**config.mk**
```make
export PLATFORM = sky130hd
export DESIGN_NAME = err_capture_unit
export DESIGN_NICKNAME = d
export VERILOG_FILES = /design/src/rtl/ecu_pkg.sv /design/src/rtl/ecu_status_bank.sv /design/src/rtl/ecu_capture.sv /design/src/rtl/err_capture_unit.sv
export SDC_FILE = /design/constraint.sdc
export NUM_CORES = 1
export LEC_CHECK = 0
export ABC_AREA = 1
export ABC_CLOCK_PERIOD_IN_PS = 2120
export CAP_MARGIN = 20
export CORE_ASPECT_RATIO = 1.5
export CORE_UTILIZATION = 40
export DETAILED_ROUTE_END_ITERATION = 8
export GPL_ROUTABILITY_DRIVEN = 0
export PLACE_DENSITY = 0.66
export SYNTH_ARGS = -nofsm -noshare
export SYNTH_HDL_FRONTEND = slang
export SYNTH_SLANG_ARGS = --single-unit
```
**constraint.sdc**
```tcl
create_clock -name clk -period 2.12 [get_ports clk]
set_clock_uncertainty 0.05 [all_clocks]
set_input_delay 0.212 -clock clk [delete_from_list [all_inputs] [get_ports clk]]
set_output_delay 0.212 -clock clk [all_outputs]
set_load 0.02 [all_outputs]
```
**src/rtl/ecu_pkg.sv**
```systemverilog
package ecu_pkg;
  localparam int REG_W     = 32;
  localparam int ADDR_W    = 3;
  localparam int PNUM_W    = 5;
  localparam int QID_W     = 24;
  localparam int MEMID_W   = 4;
  localparam int MADDR_W   = 12;

  // field positions that software decodes
  localparam int INFO_TYPE_BIT  = 29;
  localparam int INFO_PNUM_LSB  = 24;
  localparam int CADDR_MEM_LSB  = 24;

  // error classes
  localparam logic [REG_W-1:0] ERR_DEFINED = 32'h3F83_0F1F;
  localparam logic [REG_W-1:0] ERR_PORTAL  = 32'h0003_0F0D;
  localparam logic [REG_W-1:0] ERR_QUEUE   = 32'h0002_050F;
  localparam logic [REG_W-1:0] ERR_ECC     = 32'h0300_0000;

  typedef enum logic [ADDR_W-1:0] {
    RA_ENABLE = 3'd0,
    RA_STATUS = 3'd1,
    RA_CSTAT  = 3'd2,
    RA_CINFO  = 3'd3,
    RA_CADDR  = 3'd4
  } reg_addr_e;
endpackage

```
**src/rtl/ecu_status_bank.sv**
```systemverilog
module ecu_status_bank #(
  parameter int                W    = 32,
  parameter logic [W-1:0]      MASK = '1
) (
  input  logic         clk,
  input  logic         rst,
  input  logic [W-1:0] set_i,
  input  logic [W-1:0] clr_i,
  output logic [W-1:0] status_o
);
  for (genvar i = 0; i < W; i++) begin : g_bit
    if (MASK[i]) begin : g_live
      logic bit_q;
      always_ff @(posedge clk) begin
        if (rst)           bit_q <= 1'b0;
        else if (set_i[i]) bit_q <= 1'b1;   // a new event beats a clear
        else if (clr_i[i]) bit_q <= 1'b0;
      end
      assign status_o[i] = bit_q;
    end else begin : g_dead
      assign status_o[i] = 1'b0;
    end
  end
endmodule

```
**src/rtl/ecu_capture.sv**
```systemverilog
module ecu_capture
  import ecu_pkg::*;
(
  input  logic               clk,
  input  logic               rst,
  input  logic [REG_W-1:0]   err_i,
  input  logic               rearm_we,
  input  logic [REG_W-1:0]   rearm_data,
  input  logic               dc_portal,
  input  logic [PNUM_W-1:0]  portal_num,
  input  logic [QID_W-1:0]   queue_id,
  input  logic [MEMID_W-1:0] mem_id,
  input  logic [MADDR_W-1:0] mem_addr,
  output logic [REG_W-1:0]   cstat_o,
  output logic [REG_W-1:0]   cinfo_o,
  output logic [REG_W-1:0]   caddr_o
);
  logic [REG_W-1:0] cstat_q, cinfo_q, caddr_q;
  logic [REG_W-1:0] info_nxt, addr_nxt;
  logic             armed, hit;

  assign armed = (cstat_q == '0);
  assign hit   = |err_i;

  always_comb begin
    info_nxt = '0;
    addr_nxt = '0;
    if (|(err_i & ERR_PORTAL)) begin
      info_nxt[INFO_TYPE_BIT]                = dc_portal;
      info_nxt[INFO_PNUM_LSB +: PNUM_W]      = portal_num;
    end
    if (|(err_i & ERR_QUEUE))
      info_nxt[QID_W-1:0]                    = queue_id;
    if (|(err_i & ERR_ECC)) begin
      addr_nxt[CADDR_MEM_LSB +: MEMID_W]     = mem_id;
      addr_nxt[MADDR_W-1:0]                  = mem_addr;
    end
  end

  always_ff @(posedge clk) begin
    if (rst) begin
      cstat_q <= '0;
      cinfo_q <= '0;
      caddr_q <= '0;
    end else if (armed && hit) begin
      cstat_q <= err_i;
      cinfo_q <= info_nxt;
      caddr_q <= addr_nxt;
    end else if (rearm_we) begin
      cstat_q <= cstat_q & ~rearm_data;
    end
  end

  assign cstat_o = cstat_q;
  assign cinfo_o = cinfo_q;
  assign caddr_o = caddr_q;
endmodule

```
**src/rtl/err_capture_unit.sv**
```systemverilog
module err_capture_unit
  import ecu_pkg::*;
(
  input  logic               clk,
  input  logic               rst,
  input  logic [REG_W-1:0]   err_pulse,
  input  logic               err_dc_portal,
  input  logic [PNUM_W-1:0]  err_portal_num,
  input  logic [QID_W-1:0]   err_queue_id,
  input  logic [MEMID_W-1:0] err_mem_id,
  input  logic [MADDR_W-1:0] err_mem_addr,
  input  logic               bus_en,
  input  logic               bus_we,
  input  logic [ADDR_W-1:0]  bus_addr,
  input  logic [REG_W-1:0]   bus_wdata,
  output logic [REG_W-1:0]   bus_rdata,
  output logic               irq
);
  logic [REG_W-1:0] err_live, status_q, enable_q, st_clr;
  logic [REG_W-1:0] cstat, cinfo, caddr, rd_mux, rdata_q;
  logic             wr, rd, cstat_we, irq_q;

  assign err_live = err_pulse & ERR_DEFINED;
  assign wr       = bus_en &  bus_we;
  assign rd       = bus_en & ~bus_we;
  assign st_clr   = (wr && bus_addr == RA_STATUS) ? bus_wdata : '0;
  assign cstat_we = wr && bus_addr == RA_CSTAT;

  ecu_status_bank #(.W(REG_W), .MASK(ERR_DEFINED)) u_status (
    .clk(clk), .rst(rst), .set_i(err_live), .clr_i(st_clr), .status_o(status_q)
  );

  ecu_capture u_capture (
    .clk(clk), .rst(rst), .err_i(err_live),
    .rearm_we(cstat_we), .rearm_data(bus_wdata),
    .dc_portal(err_dc_portal), .portal_num(err_portal_num),
    .queue_id(err_queue_id), .mem_id(err_mem_id), .mem_addr(err_mem_addr),
    .cstat_o(cstat), .cinfo_o(cinfo), .caddr_o(caddr)
  );

  always_ff @(posedge clk) begin
    if (rst)                            enable_q <= '0;
    else if (wr && bus_addr == RA_ENABLE) enable_q <= bus_wdata & ERR_DEFINED;
  end

  always_comb begin
    case (bus_addr)
      RA_ENABLE: rd_mux = enable_q;
      RA_STATUS: rd_mux = status_q;
      RA_CSTAT:  rd_mux = cstat;
      RA_CINFO:  rd_mux = cinfo;
      RA_CADDR:  rd_mux = caddr;
      default:   rd_mux = '0;
    endcase
  end

  always_ff @(posedge clk) begin
    if (rst) begin
      rdata_q <= '0;
      irq_q   <= 1'b0;
    end else begin
      if (rd) rdata_q <= rd_mux;
      irq_q <= |(status_q & enable_q);
    end
  end

  assign bus_rdata = rdata_q;
  assign irq       = irq_q;
endmodule

```
==> run metrics, run 1 <==
arrival time at the worst endpoint between 2 and 2.5 ns; Worst-Skew Late Latency about 0.42 ns; TNS Setup 0 ns; Power Density 983 nW/um^2; die width around 110 microns; Syn Std Cell Area between 6000 and 7000 sq um; Startpoint Class flop; FF-to-FF End u_capture.caddr_o[4]; reg-to-reg startpoint u_capture.cstat_o[3]; TritonCTS buffer count 17; Clock transition at path regs around 0.070 ns; IO Pins 150; vias per cell 5.22; Worst R2R Setup Slack approximately 0.3 ns; CTS resizes 0; Crit Path Max Fanout 46; Primary FF master, synth dfxtp_1; detailed placement HPWL about 15000 microns; Syn Inst Count around 960; die height ~160 microns; Core Rows 57; clk root buf clkbuf_16; Post-synth ARST share 0%; hold endpoint u_capture.cinfo_o[6]; Die ar. between 15000 and 20000 sq um; drt total wl between 20000 and 25000 microns; # clock sinks about 150; vias in the first global route 6431; Max Slew Vio Count 0; final period utilization a little under nine tenths; Final WS setup about 0.30 ns; hold_buf cts 0; first-pass GRT wire length between 30000 and 40000 microns; drt initial violations around 380; Placement Setup Slack 0.0319 ns; core area between 15000 and 20000 sq um; internal power 6130 uW; initial antenna violation count 0; Flop pwr share ~40%; R2R depth 9; CTS Buffer Depth 2; count leader, synth nand2_1; Leakage 0.00361 uW; global route overflow 0; min-delay src err_queue_id[6]; DR vias a little under 7000; Clock power frac about two fifths; overall global routing resource usage between 20% and 30%; fraction of layout instances using a drive strength above 1 about 8.1%; unrepaired setup endpoints after global routing no; Area Overhead vs Synth 35.4%; # diodes 0; Hold Vio Cnt, Final 0; Avg WL per Cell between 15 and 20 microns; Starting Density about two fifths; Tmin final between 1.5 and 2 ns; top cells by count, synth 320 x nand2_1, 147 x dfxtp_1, 87 x a21oi_1, 81 x nand3_1, 73 x inv_1; H-tree depth 4; final-report setup violation count 0; Port Buf Inserts about 140; synth unique cells 28; worst hold path type primary input to flop; MaxCap Viol Count 0; Required @ worst endpoint 2.43 ns; post-CTS setup buffer count 0; largest area contributor in the netlist dfxtp_1; Switch Pwr 2680 uW; Filler cells between 1500 and 2000; Sw Share 30.4%; Combinational Power Share between 20% and 30%; fin nets ~1200; worst hold path depth 3; Seq/Total Area, Yosys between 40% and 50%; post-synth top area share approximately 44%; DRC 0; Post-synth EDFFs 0; top achievable clock speed between 0.5 and 0.6 GHz; Synth area leaders dfxtp_1 44%, nand2_1 18%, a21oi_1 6.6%; Slew @ Worst Pin 0.844 ns; synthesis-stage register bit count around 150; largest net degree at the start of global routing 75; Setup Crit Path Kind flop to flop; Peak supply drop between 0.4 and 0.5 mV; Yosys warnings 0; synthesized area per cell between 6 and 7 sq um; Slew Limit Headroom around 44%; CTS tree done; Initial DRT Pass Iterations 6; Worst setup EP type flop; syn nets between 1000 and 1500; status complete, no violations; DRT antenna net count 0
==> final cells by class <==
cell class / instances / area, sq um / share of cell area (%)
inverter: 83 / 317 / 3.54
clock inverter: 13 / 221 / 2.47
tap: 206 / 258 / 2.88
sequential: 147 / 2940 / 32.9
timing repair buffer: 172 / 1700 / 19.0
clock buffer: 19 / 453 / 5.06
multi-input combinational: 673 / 3060 / 34.2
==> layout by cell type, fill, tap and decap left out, types with 2 or more instances in the layout <==
cell	Yosys	routed
a21oi_1	87	87
buf_12	0	6
buf_4	1	31
bufinv_16	0	5
clkbuf_16	0	17
clkbuf_8	0	2
clkdlybuf4s50_1	0	134
clkinv_1	2	2
clkinv_4	0	3
dfxtp_1	147	147
inv_1	73	73
inv_2	7	7
inv_6	1	4
nand2_1	320	320
nand2_2	3	3
nand3_1	81	81
nand4_1	48	48
nor2_1	48	47
nor2_2	3	4
nor3_4	2	2
o2111ai_1	4	4
o211ai_1	6	6
o21ai_0	57	57
o21ai_1	8	8
==> how the worst max path moves through the flow <==
stage | startpoint | endpoint | slack (ns) | cells past startpoint
after detailed placement | err_pulse[17] | u_capture.cstat_o[2] | 0.03 | 9
final | u_capture.cstat_o[3] | u_capture.caddr_o[4] | 0.30 | 9
after floorplan | u_capture.cstat_o[28] | u_capture.cstat_o[12] | 0.63 | 10
after global routing | u_capture.cstat_o[2] | u_capture.caddr_o[4] | 0.17 | 9
after global placement | err_pulse[17] | u_capture.cstat_o[8] | 0.06 | 10
after CTS | u_capture.cstat_o[26] | u_capture.caddr_o[4] | 0.30 | 9
==> metrics by stage <==
step	area, sq um	instances	hold WS (ns)	power, uW	util (%)
floorplan	6620	959	0.310	4830	-
global placement	8280	1281	0.386	5370	51.1
detailed placement	8280	1281	0.390	5410	51.1
CTS	8950	1313	0.288	8830	55.3
global route	8950	1313	0.311	9230	55.3
finish	8950	1313	0.305	8800	55.3
==> flip-flops by register name, indices dropped and copies added, names as in the netlist <==
| name | cells |
|---|---|
| u_capture.caddr_o | 16 |
| u_status.g_bit.g_live.bit_q | 18 |
| u_capture.cinfo_o | 30 |
| irq | 1 |
| enable_q | 18 |
| u_capture.cstat_o | 32 |
| bus_rdata | 32 |
==> critical path: stages, from the launching register on <==
cell and delay [ns]:
dfxtp_1 0.36, nor2_1 0.12, nand2_1 0.06, nor2_1 0.18, nand2_1 0.16, nor2_8 0.11, nand2_2 0.12, inv_6 0.29
nand4_1 0.20, nand2_1 0.10
==> cell families after synthesis <==
family	Yosys count	share of synthesized area, %
flip-flops	147	44.5
buffers and inverters	139	9.23
AND/OR/NAND/NOR	509	33.3
AO/OA/AOI/OAI	164	13.0
==> power groups by stage <==
stage          clock network (uW)  logic, uW  registers, uW
2_1_floorplan                   0       1330           3500
3_3_place_gp                    0       1820           3550
3_5_place_dp                    0       1840           3560
4_1_cts                      3460       1860           3510
5_1_grt                      3570       2090           3570
6_report                     3420       1860           3520
==> layer usage <==
layer  wire length (microns)  vias up  track usage (%)
met4                     583        0             10.0
met3                    1430       34             4.09
met1                    8630     3138             31.2
met5                       0        -                0
met2                   10600      279             43.2
li1                        -     3403                -
No activity file was read; power rests on OpenSTA's default activity.
==> run 2: changes to the inputs <==
--- a/config.mk
+++ b/config.mk
@@ -9,6 +9,7 @@
 export ABC_CLOCK_PERIOD_IN_PS = 2120
 export CAP_MARGIN = 20
 export CORE_ASPECT_RATIO = 1.5
+export CORE_MARGIN = 2
 export CORE_UTILIZATION = 40
 export DETAILED_ROUTE_END_ITERATION = 8
 export GPL_ROUTABILITY_DRIVEN = 0
==> run metrics, run 2 (synthesis gave the netlist of run 1 again) <==
most common cell after layout, fill and taps aside nand2_1; drt total wl 21800 microns (+2.5%); # clock sinks 147 (unchanged); post-CTS setup buffer count 0 (unchanged); global route overflow 0 (unchanged); Crit Path Max Fanout 46 (unchanged); Peak supply drop 0.461 mV (-5.2%); DRT antenna net count 0 (unchanged); initial antenna violation count 0 (unchanged); Tmin final 1.91 ns (+0.0846 ns); status complete, no violations; DRC 0 (unchanged); multi-input logic area 3060 sq um (unchanged); Clock power frac 35.7% (-3.2 points); internal power 5770 uW (-5.9%); TritonCTS buffer count 17 (unchanged); Final WS setup 0.213 ns (-0.0847 ns); CTS Buffer Depth 2 (unchanged); Hold Vio Cnt, Final 0 (unchanged); unrepaired setup endpoints after global routing no; fin nets 1217 (+0.50%); top achievable clock speed 0.524 GHz (-4.4%); final period utilization 89.9% (+4.0 points); DR vias 6876 (+0.32%); Filler cells 1576 (-0.25%); CTS resizes 0 (unchanged); Combinational Power Share 22.9% (+1.7 points); Leakage 0.00361 uW (about the same); Placement Setup Slack 0.101 ns (+0.0692 ns); overall global routing resource usage 25.0% (-0.19 points); Avg WL per Cell 16.5 microns (+2.0%); placed cells 1287 (+0.47%); Die ar. 17600 sq um (+3.1%); final-report setup violation count 0 (unchanged); met3 GRT Util 3.59% (-0.50 points); drt initial violations 432 (+13%); WHS 0.299 ns (-0.00648 ns); Non-Filler Instances 1319 (+0.46%); first-pass GRT wire length 33900 microns (+2.3%); IO Pins 150 (unchanged); largest net degree at the start of global routing 75 (unchanged); Max Slew Vio Count 0 (unchanged); worst hold path depth 3 (unchanged); vias per cell 5.21 (-0.14%); Setup Crit Path Kind flop to flop; Clock transition at path regs 0.06 ns (about the same); Switch Pwr 2710 uW (+1.3%); Required @ worst endpoint 2.44 ns (about the same); Slew Limit Headroom 42.7% (-1.0 points); Worst R2R Setup Slack 0.21 ns (-0.08 ns); Starting Density 40.9% (unchanged); Port Buf Inserts 135 (unchanged); H-tree depth 4 (unchanged); Sw Share 32.0% (+1.6 points); fraction of layout instances using a drive strength above 1 8.63% (+0.50 points); Power Density 948 nW/um^2 (-3.6%); Startpoint Class flop; TNS Setup 0 ns (unchanged); Flop pwr share 41.4% (+1.5 points); core area 16200 sq um (unchanged); arrival time at the worst endpoint 2.22 ns (+0.09 ns); MaxCap Viol Count 0 (unchanged); vias in the first global route 6410 (-0.33%); Area Overhead vs Synth 35.2%; clk root buf clkbuf_16; # diodes 0 (unchanged); die height 162 microns (+1.3%); hold_buf cts 0 (unchanged); Core Rows 57 (unchanged); Worst-Skew Late Latency 0.43 ns (about the same); most frequent cells in the layout 320 x nand2_1, 147 x dfxtp_1, 134 x clkdlybuf4s50_1, 87 x a21oi_1, 81 x nand3_1; Tot Pwr 8480 uW (-3.7%); detailed placement HPWL 15500 microns (+2.3%); CTS tree done; R2R depth 10 (+1); met1 Use GR 32.9% (+1.7 points); worst hold path type primary input to flop; Top Usage Layer GRT met2; Initial DRT Pass Iterations 5 (-1); Worst setup EP type flop; die width 109 microns (+1.9%); met2 Track Usage GR 40.5% (-2.7 points); Sequential Area 2940 sq um (unchanged); Slew @ Worst Pin 0.859 ns (+0.0152 ns)
## run 2: cell count changes in the layout (fill, tap and decap cells not counted), sizes merged
cell    previous run  this run
inv               85        84
clkbuf            19        18
bufinv             5         2
buf               38        44
clkinv             5        10
## run 2: worst max-delay path, cell delays in order (launching register included)
cell and delay (ns):
dfxtp_1 0.34, nor2_1 0.15, nand2_1 0.07, nor2_1 0.18, nand2_1 0.16, nor2_8 0.12, nand2_2 0.08, buf_12 0.16
inv_6 0.27, nand4_1 0.15, nand2_1 0.08
## run 2: through the flow
step | util, % | area, sq um
2_1_floorplan | - | 6620
3_5_place_dp | 51.6 | 8350
4_1_cts | 55.2 | 8940
5_1_grt | 55.2 | 8940
3_3_place_gp | 51.6 | 8350
6_report | 55.2 | 8940
## run 2: final cells by class
class | instances | share of cell area, %
Multi-Input combinational cell | 673 | 34.3
Sequential cell | 147 | 32.9
Timing Repair Buffer | 178 | 19.8
Clock buffer | 18 | 4.91
Inverter | 83 | 3.54
Tap cell | 206 | 2.88
Clock inverter | 14 | 1.71
## run 2: power by group through the flow
stage | logic (uW) | clock network (uW) | registers (uW)
final | 1940 | 3030 | 3510
after global routing | 2140 | 3170 | 3560
after CTS | 1930 | 3050 | 3500
after detailed placement | 1910 | 0 | 3560
after global placement | 1880 | 0 | 3550
after floorplan | 1330 | 0 | 3500
## run 2: path summary, 6_finish.rpt
check | start | to
hold / removal | err_mem_addr[3] | u_capture.caddr_o[3]
setup reg to reg | u_capture.cstat_o[2] | u_capture.caddr_o[9]
setup / recovery | u_capture.cstat_o[2] | u_capture.caddr_o[9]
hold reg to reg | u_capture.cinfo_o[5] | u_capture.cinfo_o[5]
## run 2: layer usage
| metal | vias up | wire length (microns) |
|---|---|---|
| met2 | 277 | 10700 |
| met5 | - | 0 |
| li1 | 3412 | - |
| met3 | 51 | 1440 |
| met1 | 3136 | 9050 |
| met4 | 0 | 625 |
